## config.mk

```make
export PLATFORM = sky130hd
export DESIGN_NAME = pair_regfile
export DESIGN_NICKNAME = d
export VERILOG_FILES = /design/src/rtl/rfp_pkg.sv /design/src/rtl/rf_byte_mux.sv /design/src/rtl/rf_pair_alu.sv /design/src/rtl/rf_store.sv /design/src/rtl/pair_regfile.sv
export SDC_FILE = /design/constraint.sdc
export NUM_CORES = 1
export LEC_CHECK = 0
export BUFFER_PORTS_ARGS = -buffer_cell sky130_fd_sc_hd__buf_2
export CAP_MARGIN = 30
export CORE_MARGIN = 5
export CORE_UTILIZATION = 55
export DETAILED_ROUTE_END_ITERATION = 10
export GPL_TIMING_DRIVEN = 0
export MAX_ROUTING_LAYER = met4
export PLACE_DENSITY_LB_ADDON = 0.25
export SLEW_MARGIN = 20
export SYNTH_ARGS = -nofsm -noshare
export SYNTH_HDL_FRONTEND = slang
export SYNTH_SLANG_ARGS = --single-unit
```

## constraint.sdc

```tcl
create_clock -name clk -period 13.9 [get_ports clk]
set_clock_uncertainty 0.05 [all_clocks]
set_input_delay 4.17 -clock clk [delete_from_list [all_inputs] [get_ports clk]]
set_output_delay 4.17 -clock clk [all_outputs]
set_load 0.1 [all_outputs]
```

## src/rtl/rfp_pkg.sv

```systemverilog
`timescale 1ns/1ps
package rfp_pkg;
   typedef enum logic [2:0] {
      PO_NOP  = 3'd0,
      PO_LOAD = 3'd1,
      PO_INC  = 3'd2,
      PO_DEC  = 3'd3,
      PO_DAD  = 3'd4,
      PO_XCHG = 3'd5,
      PO_SPHL = 3'd6,
      PO_RSVD = 3'd7
   } pair_op_e;

   localparam logic [2:0] REG_H   = 3'd4;
   localparam logic [2:0] REG_L   = 3'd5;
   localparam logic [2:0] REG_MEM = 3'd6;
   localparam logic [2:0] REG_A   = 3'd7;
   localparam logic [2:0] REG_D   = 3'd2;
   localparam logic [2:0] REG_E   = 3'd3;
   localparam logic [1:0] PAIR_SP = 2'd3;

   function automatic logic is_pair_op(pair_op_e op);
      return (op != PO_NOP) && (op != PO_RSVD);
   endfunction
endpackage

```

## src/rtl/rf_byte_mux.sv

```systemverilog
`timescale 1ns/1ps
module rf_byte_mux #(
   parameter int BYTE_W = 8,
   parameter int NREG   = 8
) (
   input  logic [NREG*BYTE_W-1:0] regs_flat,
   input  logic [2:0]             sel,
   output logic [BYTE_W-1:0]      data
);
   import rfp_pkg::*;

   always_comb begin
      if (sel == REG_MEM) data = '0;
      else                data = regs_flat[sel*BYTE_W +: BYTE_W];
   end
endmodule

```

## src/rtl/rf_pair_alu.sv

```systemverilog
`timescale 1ns/1ps
module rf_pair_alu #(
   parameter int BYTE_W    = 8,
   parameter bit SPLIT_ADD = 1'b1
) (
   input  rfp_pkg::pair_op_e   op,
   input  logic [2*BYTE_W-1:0] opnd,
   input  logic [2*BYTE_W-1:0] hl,
   output logic [2*BYTE_W-1:0] res,
   output logic                cout
);
   import rfp_pkg::*;
   localparam int PW = 2*BYTE_W;

   logic [PW-1:0] sum;
   logic          sum_c;

   generate
      if (SPLIT_ADD) begin : g_split
         logic [BYTE_W:0] lo_s;
         logic [BYTE_W:0] hi_s;
         always_comb begin
            lo_s = {1'b0, hl[BYTE_W-1:0]} + {1'b0, opnd[BYTE_W-1:0]};
            hi_s = {1'b0, hl[PW-1:BYTE_W]} + {1'b0, opnd[PW-1:BYTE_W]}
                   + {{BYTE_W{1'b0}}, lo_s[BYTE_W]};
         end
         assign sum   = {hi_s[BYTE_W-1:0], lo_s[BYTE_W-1:0]};
         assign sum_c = hi_s[BYTE_W];
      end else begin : g_flat
         logic [PW:0] full_s;
         assign full_s = {1'b0, hl} + {1'b0, opnd};
         assign sum    = full_s[PW-1:0];
         assign sum_c  = full_s[PW];
      end
   endgenerate

   always_comb begin
      res  = opnd;
      cout = 1'b0;
      unique case (op)
         PO_INC:  res = opnd + PW'(1);
         PO_DEC:  res = opnd - PW'(1);
         PO_DAD:  begin res = sum; cout = sum_c; end
         default: res = opnd;
      endcase
   end
endmodule

```

## src/rtl/rf_store.sv

```systemverilog
`timescale 1ns/1ps
module rf_store #(
   parameter int BYTE_W = 8,
   parameter int NREG   = 8
) (
   input  logic                   clk,
   input  logic                   rst,
   input  rfp_pkg::pair_op_e      op,
   input  logic [1:0]             pr_sel,
   input  logic [2*BYTE_W-1:0]    pr_imm,
   input  logic [2*BYTE_W-1:0]    alu_res,
   input  logic                   alu_cout,
   input  logic                   wr8_en,
   input  logic [2:0]             wr8_sel,
   input  logic [BYTE_W-1:0]      wr8_data,
   output logic [NREG*BYTE_W-1:0] regs_flat,
   output logic [2*BYTE_W-1:0]    sp_q,
   output logic                   cy_q
);
   import rfp_pkg::*;
   localparam int PW = 2*BYTE_W;

   logic [NREG-1:0][BYTE_W-1:0] regs_q, regs_d;
   logic [PW-1:0]               sp_d;
   logic                        cy_d;
   logic [PW-1:0]               pair_val;

   always_comb begin
      regs_d   = regs_q;
      sp_d     = sp_q;
      cy_d     = cy_q;
      pair_val = (op == PO_LOAD) ? pr_imm : alu_res;
      unique case (op)
         PO_LOAD, PO_INC, PO_DEC: begin
            if (pr_sel == PAIR_SP) sp_d = pair_val;
            else begin
               regs_d[{pr_sel, 1'b0}] = pair_val[PW-1:BYTE_W];
               regs_d[{pr_sel, 1'b1}] = pair_val[BYTE_W-1:0];
            end
         end
         PO_DAD: begin
            regs_d[REG_H] = alu_res[PW-1:BYTE_W];
            regs_d[REG_L] = alu_res[BYTE_W-1:0];
            cy_d          = alu_cout;
         end
         PO_XCHG: begin
            regs_d[REG_H] = regs_q[REG_D];
            regs_d[REG_L] = regs_q[REG_E];
            regs_d[REG_D] = regs_q[REG_H];
            regs_d[REG_E] = regs_q[REG_L];
         end
         PO_SPHL: sp_d = {regs_q[REG_H], regs_q[REG_L]};
         default: begin
            if (wr8_en && wr8_sel != REG_MEM) regs_d[wr8_sel] = wr8_data;
         end
      endcase
      regs_d[REG_MEM] = '0;
   end

   always_ff @(posedge clk) begin
      if (rst) begin
         regs_q <= '0;
         sp_q   <= '0;
         cy_q   <= 1'b0;
      end else begin
         regs_q <= regs_d;
         sp_q   <= sp_d;
         cy_q   <= cy_d;
      end
   end

   assign regs_flat = regs_q;
endmodule

```

## src/rtl/pair_regfile.sv

```systemverilog
`timescale 1ns/1ps
module pair_regfile #(
   parameter int BYTE_W    = 8,
   parameter bit SPLIT_ADD = 1'b1
) (
   input  logic                clk,
   input  logic                rst,
   input  logic                wr8_en,
   input  logic [2:0]          wr8_sel,
   input  logic [BYTE_W-1:0]   wr8_data,
   input  logic [2:0]          rd0_sel,
   output logic [BYTE_W-1:0]   rd0_data,
   input  logic [2:0]          rd1_sel,
   output logic [BYTE_W-1:0]   rd1_data,
   input  logic [2:0]          pr_op,
   input  logic [1:0]          pr_sel,
   input  logic [2*BYTE_W-1:0] pr_imm,
   output logic [2*BYTE_W-1:0] pair_data,
   output logic [2*BYTE_W-1:0] hl_addr,
   output logic [2*BYTE_W-1:0] sp_out,
   output logic [BYTE_W-1:0]   acc_out,
   output logic                cy_flag
);
   import rfp_pkg::*;
   localparam int NREG  = 8;
   localparam int PW    = 2*BYTE_W;
   localparam int NPORT = 2;

   generate
      if (BYTE_W < 2) begin : g_bad_width
         $error("pair_regfile: BYTE_W must be at least 2");
      end
   endgenerate

   pair_op_e                op;
   logic [NREG*BYTE_W-1:0]  regs_flat;
   logic [PW-1:0]           alu_res;
   logic                    alu_cout;
   logic [PW-1:0]           de_val;
   logic [NPORT*3-1:0]      rd_sel_bus;
   logic [NPORT*BYTE_W-1:0] rd_data_bus;

   assign op = pair_op_e'(pr_op);

   rf_store #(.BYTE_W(BYTE_W), .NREG(NREG)) u_store (
      .clk(clk), .rst(rst), .op(op), .pr_sel(pr_sel), .pr_imm(pr_imm),
      .alu_res(alu_res), .alu_cout(alu_cout),
      .wr8_en(wr8_en), .wr8_sel(wr8_sel), .wr8_data(wr8_data),
      .regs_flat(regs_flat), .sp_q(sp_out), .cy_q(cy_flag)
   );

   always_comb begin
      if (pr_sel == PAIR_SP) pair_data = sp_out;
      else pair_data = {regs_flat[{pr_sel, 1'b0}*BYTE_W +: BYTE_W],
                        regs_flat[{pr_sel, 1'b1}*BYTE_W +: BYTE_W]};
   end

   assign hl_addr = {regs_flat[REG_H*BYTE_W +: BYTE_W], regs_flat[REG_L*BYTE_W +: BYTE_W]};
   assign de_val  = {regs_flat[REG_D*BYTE_W +: BYTE_W], regs_flat[REG_E*BYTE_W +: BYTE_W]};
   assign acc_out = regs_flat[REG_A*BYTE_W +: BYTE_W];

   rf_pair_alu #(.BYTE_W(BYTE_W), .SPLIT_ADD(SPLIT_ADD)) u_alu (
      .op(op), .opnd(pair_data), .hl(hl_addr), .res(alu_res), .cout(alu_cout)
   );

   assign rd_sel_bus = {rd1_sel, rd0_sel};

   generate
      for (genvar p = 0; p < NPORT; p++) begin : g_rd
         rf_byte_mux #(.BYTE_W(BYTE_W), .NREG(NREG)) u_mux (
            .regs_flat(regs_flat),
            .sel(rd_sel_bus[p*3 +: 3]),
            .data(rd_data_bus[p*BYTE_W +: BYTE_W])
         );
      end
   endgenerate

   assign rd0_data = rd_data_bus[0 +: BYTE_W];
   assign rd1_data = rd_data_bus[BYTE_W +: BYTE_W];
endmodule

```

==> results of run 1 <==
## worst reg2reg max path: cells and delay by family (launching register included)
family | cells | cell delay, ns
AOI/OAI and AO/OA | 11 | 2.44
buffers and inverters | 1 | 0.06
adders and majority gates | 4 | 1.52
DFF | 1 | 0.59
and+or+nand+nor | 3 | 0.42
muxes | 2 | 0.93
## cell usage after synthesis (24+ instances only)
cell type	count	area [um2]
mux4_2	32	720.7
nand2_1	71	266.5
ha_1	29	362.9
nor2_1	112	420.4
clkbuf_1	57	214.0
nor3_1	30	150.1
a21oi_1	45	225.2
dfxtp_1	73	1461
a22oi_1	39	292.8
o21ai_0	48	240.2
a222oi_1	24	240.2
buf_4	24	180.2
## where the power goes
group,switching (uW),internal [uW],total [uW]
clock network,91.6,137,229
logic,257,100,357
registers,29.0,223,252
## state kept, by name (all words and copies together) (netlist names)
| name | cells |
|---|---|
| u_store.regs_flat | 56 |
| u_store.sp_q | 16 |
| u_store.cy_q | 1 |
## worst min-delay path by stage
stage / endpoint / slack, ns / depth (start not counted)
2_1_floorplan: u_store.regs_flat[13] / 0.42 / 2
3_3_place_gp: u_store.cy_q / 0.44 / 2
3_5_place_dp: u_store.cy_q / 0.44 / 2
4_1_cts: u_store.cy_q / 0.45 / 2
5_1_grt: u_store.sp_q[13] / 0.48 / 2
6_report: u_store.cy_q / 0.45 / 2
## area by class of cell
type,instances,area share (%)
multi-input combinational,745,64.16
sequential,73,17.26
timing repair buffer,107,6.352
buffer,94,5.437
clock buffer,11,2.748
tap,176,2.600
inverter,21,0.9307
clock inverter,3,0.5171
## through the flow
step	std cells	area, um2
after floorplan	933	7432
after global placement	1212	8168
after detailed placement	1214	8183
after CTS	1228	8459
after global routing	1230	8469
final	1230	8469
## logic make-up (layout without fill, tap and decap cells)
| logic type | count (synthesis) | count (layout) |
|---|---|---|
| compound gates | 338 | 338 |
| xor+xnor | 14 | 14 |
| fa+ha+maj | 33 | 33 |
| buf+inv | 115 | 236 |
| flops | 73 | 73 |
| mux | 60 | 60 |
| simple gates | 300 | 300 |
## routing by layer
layer / wire length [um] / global-route usage, %
met5: 0 / -
met1: 12350 / 52.50
met2: 13890 / 58.40
met3: 4630 / 10.63
met4: 1544 / 17.16
## layout by cell type, fill, tap and decap left out, drive strengths merged, types with 15 or more instances in the layout
cell / count
a211oi: 23
a21oi: 45
a221oi: 21
a222oi: 24
a22oi: 39
a311oi: 15
buf: 142
clkbuf: 70
dfxtp: 73
ha: 29
inv: 20
mux4: 32
nand2: 71
nand3: 20
nor2: 112
nor3: 30
o21ai: 68
==> summary.txt, run 1 <==
Worst setup path
  • Reg2reg end: u_store.regs_flat[22]
  • Cell chain of the critical path: buf_2 > buf_2 > clkbuf_1 > clkbuf_1 > mux4_2 > buf_2
  • Slowest CP cell: clkbuf_1
  • Worst path bufs/invs: 5
  • Cell family contributing the most delay on the critical path: buffers and inverters
  • Max Fanout on Critical Path: 10
  • WP depth: 6
  • R2r setup slk: 7.71 ns
  • CP arrival: 6.48 ns
  • CP endpoint: pair_data[7]
  • Worst stage delay on the critical path: 0.50 ns
  • FF-to-FF path depth: 21
  • Worst setup path startpoint: pr_sel[1]
  • CP required: 9.68 ns
  • Kind of critical path: in2out
  • Crit start category: primary input
  • Most frequent cell on the critical path: buf_2
  • CP Capture Type: output port
  • RR Startpoint: u_store.regs_flat[40]

GRT
  • GRT Util Overall: 40.07%
  • First-pass GRT wire length: 48080 um
  • Total congestion overflow: 0
  • Initial antenna violation count: 0
  • Largest net degree at the start of global routing: 16
  • Vias in the first global route: 7956

Run status
  • Status: completed

Final layout
  • Multi-input gate area: 0.005434 mm2
  • Reg area: 0.001461 mm2
  • Area added between synthesis and finish: 13.96%
  • Number of inserted diodes: 0
  • Fill cells: 1268
  • Layout cell share with drive strength beyond 1: 19.64%
  • Post-layout nets: 1125
  • Finished Core Util: 63.96%

Die
  • Number of placement rows: 42
  • Core Area: 0.01324 mm2
  • Initial Util: 56.12%
  • Die Width: 126.2 um
  • Die Span Y: 126.2 um
  • Die Footprint: 0.01594 mm2
  • I/O pin cnt: 114

Routing
  • WL/cell: 26.35 um
  • Vias: 8732
  • Final wirelength: 32410 um
  • DR iter-0 viols: 1555
  • Via/cell ratio: 7.099
  • Drt drc: 0
  • Antenna viol nets, final: 0
  • Detailed Routing Iterations Pass 1: 7

Timing
  • Slew headroom: 28.55%
  • Max-slew violations: 0
  • Total Neg Setup Slack: 0 ns
  • Fin. Hold Viols: 0
  • Worst-Margin Slew: 1.072 ns
  • Final setup vio count: 0
  • Final worst path period need: 10.70 ns
  • Fmax: 0.09350 GHz
  • Worst setup margin: 3.205 ns
  • RSZ-0062 raised after global routing: false
  • Tcrit/Tclk final: 76.94%
  • Worst hold margin: 0.4496 ns

Clock network
  • Clk sinks: 73
  • Latest clock arrival within the worst-skew pair: 0.34 ns
  • H-tree depth: 3
  • CTS Hold Bufs: 0
  • Root Driver: clkbuf_16
  • CTS buffer count: 9
  • Clock tree buffer depth: 2
  • Post-cts resize count: 0
  • TritonCTS clock tree: built
  • Clock-pin slew on the worst setup and hold paths: 0.06 ns
  • Post-CTS setup buffers: 0

Placed design
  • Post-placement setup slack: 3.258 ns
  • IO Port Bufs: 103
  • Routability Congestion: 1.047
  • HPWL after DPL: 24980 um

Logic synthesis
  • Synth Area in XOR/XNOR: 1.650%
  • Adder-cell share of the synthesized area: 5.960%
  • Main combinational cell family by area after synthesis: compound AO/OA/AOI/OAI gates
  • Area of the mapped netlist: 0.007432 mm2
  • Simple logic cell fraction of the synthesized area: 18.79%
  • Compound-gate portion of the synthesized area: 32.98%
  • Mapped Cells: 933
  • Post-synthesis register bit count: 73
  • Syn Nets: 1007
  • Warnings from Yosys: 0
  • Number of synthesized flops with an enable pin: 0
  • Multiplexer share of the synthesized area: 13.70%
  • FFs w/ async S/R, synth: 0%
  • Sequential area share after synthesis: 19.66%
  • Post-synth cell types: 80
  • Syn Area/Cell: 7.966 um2
  • Main flop type after synthesis: dfxtp_1

Flow run
  • Maxcap violations: 0

Hold path
  • Min-delay src: u_store.cy_q
  • Worst min path class: reg2reg

Power
  • PD cells: 98.94 mW/mm2
  • Total power: 838.0 uW
  • VDD IR max: 61.12 uV
  • P_leak: 0.003364 uW
(Power assumes the default switching activity.)
==> inputs of run 2 (changes only) <==
Settings changed: CORE_UTILIZATION 55 to 53.
Clock period 13.9 ns to 8.9 ns, I/O delays scaled along.
==> run 2 against run 1 <==
Final cell count grew 0.33%. First-iteration DRC count up 8.9%. Die area increased by 3.5%. Count of clock-buffer cells in the layout increased by 1. Total power rose by 58%. Clock power grew 62%. Via count increased by 1.7%. Critical path type is now in2reg. Highest routed layer unchanged.
==> summary.txt, run 2 (synthesis results as in run 1) <==
Power
  • VDD IR max: 83.45 uV (+37%)
  • PD cells: 155.7 mW/mm2 (+57%)
  • P_leak: 0.003373 uW (+0.27%)

Final layout
  • Layout cell share with drive strength beyond 1: 19.83% (+0.19 points)
  • Multi-input gate area: 0.005439 mm2 (about the same)
  • Reg area: 0.001461 mm2 (unchanged)
  • Number of inserted diodes: 0 (unchanged)
  • Post-route design area: 0.008494 mm2 (+0.30%)
  • Most frequent cells in the layout: nor2_1 (111), buf_2 (106), dfxtp_1 (73)
  • Area added between synthesis and finish: 14.29%
  • Max reg flops: 56 (unchanged)
  • Fill cells: 1255 (-1.0%)
  • Post-layout nets: 1124 (-0.089%)
  • Most common cell after layout, fill and taps aside: nor2_1

Timing
  • Worst setup margin: 0.4451 ns (-2.760 ns)
  • Slew headroom: 26.16% (-2.4 points)
  • Fmax: 0.1183 GHz
  • Final setup vio count: 0 (unchanged)
  • Final worst path period need: 8.455 ns
  • Tcrit/Tclk final: 95.00%
  • RSZ-0062 raised after global routing: false
  • Worst-Margin Slew: 1.108 ns (+0.03589 ns)
  • Fin. Hold Viols: 0 (unchanged)
  • Total Neg Setup Slack: 0 ns (unchanged)
  • Max-slew violations: 0 (unchanged)

Placed design
  • IO Port Bufs: 103 (unchanged)
  • HPWL after DPL: 25230 um (+1.0%)
  • Post-placement setup slack: 0.3492 ns (-2.909 ns)
  • Dpl cell area: 0.008198 mm2 (+0.18%)
  • Routability Congestion: 1.032 (-1.5%)

Routing
  • Vias: 8877 (+1.7%)
  • WL/cell: 26.39 um (+0.13%)
  • Drt drc: 0 (unchanged)
  • Detailed Routing Iterations Pass 1: 6 (-1)
  • DR iter-0 viols: 1693 (+8.9%)
  • Antenna viol nets, final: 0 (unchanged)
  • Via/cell ratio: 7.194 (+1.3%)
  • Final wirelength: 32560 um (+0.46%)

Die
  • Initial Util: 53.75% (-2.4 points)
  • Die Width: 128.4 um (+1.7%)
  • I/O pin cnt: 114 (unchanged)
  • Die Footprint: 0.01649 mm2 (+3.5%)
  • Die Span Y: 128.4 um (+1.7%)
  • Number of placement rows: 43 (+2.4%)
  • Core Area: 0.01383 mm2 (+4.4%)

Worst setup path
  • CP endpoint: u_store.regs_flat[22]
  • Crit start category: primary input
  • CP required: 9.01 ns (-0.67 ns)
  • Reg2reg end: u_store.regs_flat[22]
  • RR Startpoint: u_store.regs_flat[40]
  • Kind of critical path: in2reg
  • CP Capture Type: flop
  • R2r setup slk: 2.88 ns (-4.83 ns)
  • FF-to-FF path depth: 21 (unchanged)
  • Worst setup path startpoint: pr_sel[1]
  • Max Fanout on Critical Path: 10 (unchanged)
  • CP arrival: 8.56 ns (+2.08 ns)

GRT
  • Initial antenna violation count: 0 (unchanged)
  • First-pass GRT wire length: 48900 um (+1.7%)
  • Largest net degree at the start of global routing: 16 (unchanged)
  • GRT Util Overall: 40.07% (about the same)
  • Vias in the first global route: 8114 (+2.0%)
  • Total congestion overflow: 0 (unchanged)

Clock network
  • Clock tree buffer depth: 2 (unchanged)
  • CTS Hold Bufs: 0 (unchanged)
  • Root Driver: clkbuf_16
  • Clk sinks: 73 (unchanged)
  • Latest clock arrival within the worst-skew pair: 0.34 ns (about the same)
  • Post-CTS setup buffers: 0 (unchanged)
  • Post-cts resize count: 0 (unchanged)
  • Clock-pin slew on the worst setup and hold paths: 0.06 ns (about the same)
  • H-tree depth: 3 (unchanged)
  • TritonCTS clock tree: built
  • CTS buffer count: 9 (unchanged)

Flow run
  • Maxcap violations: 0 (unchanged)

Run status
  • Status: completed

Hold path
  • Worst min path class: reg2reg
==> run 2: final cells by class <==
| type | count | area share, % |
|---|---|---|
| plain buffers | 94 | 5.421 |
| inverters | 21 | 0.9280 |
| repair buffers | 106 | 6.275 |
| multi-input cells | 745 | 64.03 |
| clock buffers | 12 | 3.020 |
| flip-flops and latches | 73 | 17.20 |
| clock inverters | 3 | 0.4714 |
| well taps | 180 | 2.651 |
==> run 2: per-stage QoR <==
stage / util [%] / instances / power, uW / hold slack (ns)
floorplan: - / 933 / 796.3 / 0.4220
global placement: 59.11 / 1216 / 934.4 / 0.4469
detailed placement: 59.29 / 1219 / 937.2 / 0.4329
CTS: 61.43 / 1234 / 1303 / 0.4421
global route: 61.43 / 1234 / 1366 / 0.4802
finish: 61.43 / 1234 / 1322 / 0.4451
==> run 2: where the power goes <==
part | switching, uW | internal (uW) | total (uW)
Sequential | 44.4 | 348 | 393
Clock | 142 | 230 | 372
Combinational | 401 | 156 | 557
==> run 2: metal layers <==
layer,GRT usage (%),up-vias,wire (um)
met5,-,-,0
met4,20.22,0,1899
met3,11.33,136,5102
met2,56.05,798,13530
met1,52.67,4087,12030
li1,-,3856,-
==> run 2: worst min-delay path by stage <==
| stage | startpoint | end | slack [ns] | cells past startpoint |
|---|---|---|---|---|
| floorplan | u_store.regs_flat[13] | u_store.regs_flat[13] | 0.42 | 2 |
| global placement | u_store.cy_q | u_store.cy_q | 0.45 | 2 |
| detailed placement | u_store.sp_q[13] | u_store.sp_q[13] | 0.43 | 2 |
| CTS | u_store.sp_q[13] | u_store.sp_q[13] | 0.44 | 2 |
| global route | u_store.sp_q[13] | u_store.sp_q[13] | 0.48 | 2 |
| finish | u_store.sp_q[13] | u_store.sp_q[13] | 0.45 | 2 |
==> run 2: critical path: stages <==
cell	delay, ns
buf_2	0.15
buf_2	0.37
clkbuf_1	0.54
clkbuf_1	0.47
mux4_2	0.47
ha_1	0.40
o21a_1	0.18
o21ai_0	0.08
nand2b_1	0.08
a21oi_1	0.09
fa_1	0.43
fa_1	0.40
nor2b_1	0.20
o21ai_1	0.10
a21boi_1	0.34
mux2i_1	0.32
a21oi_1	0.10
a211oi_1	0.79
o311a_1	0.29
a2111oi_0	0.07
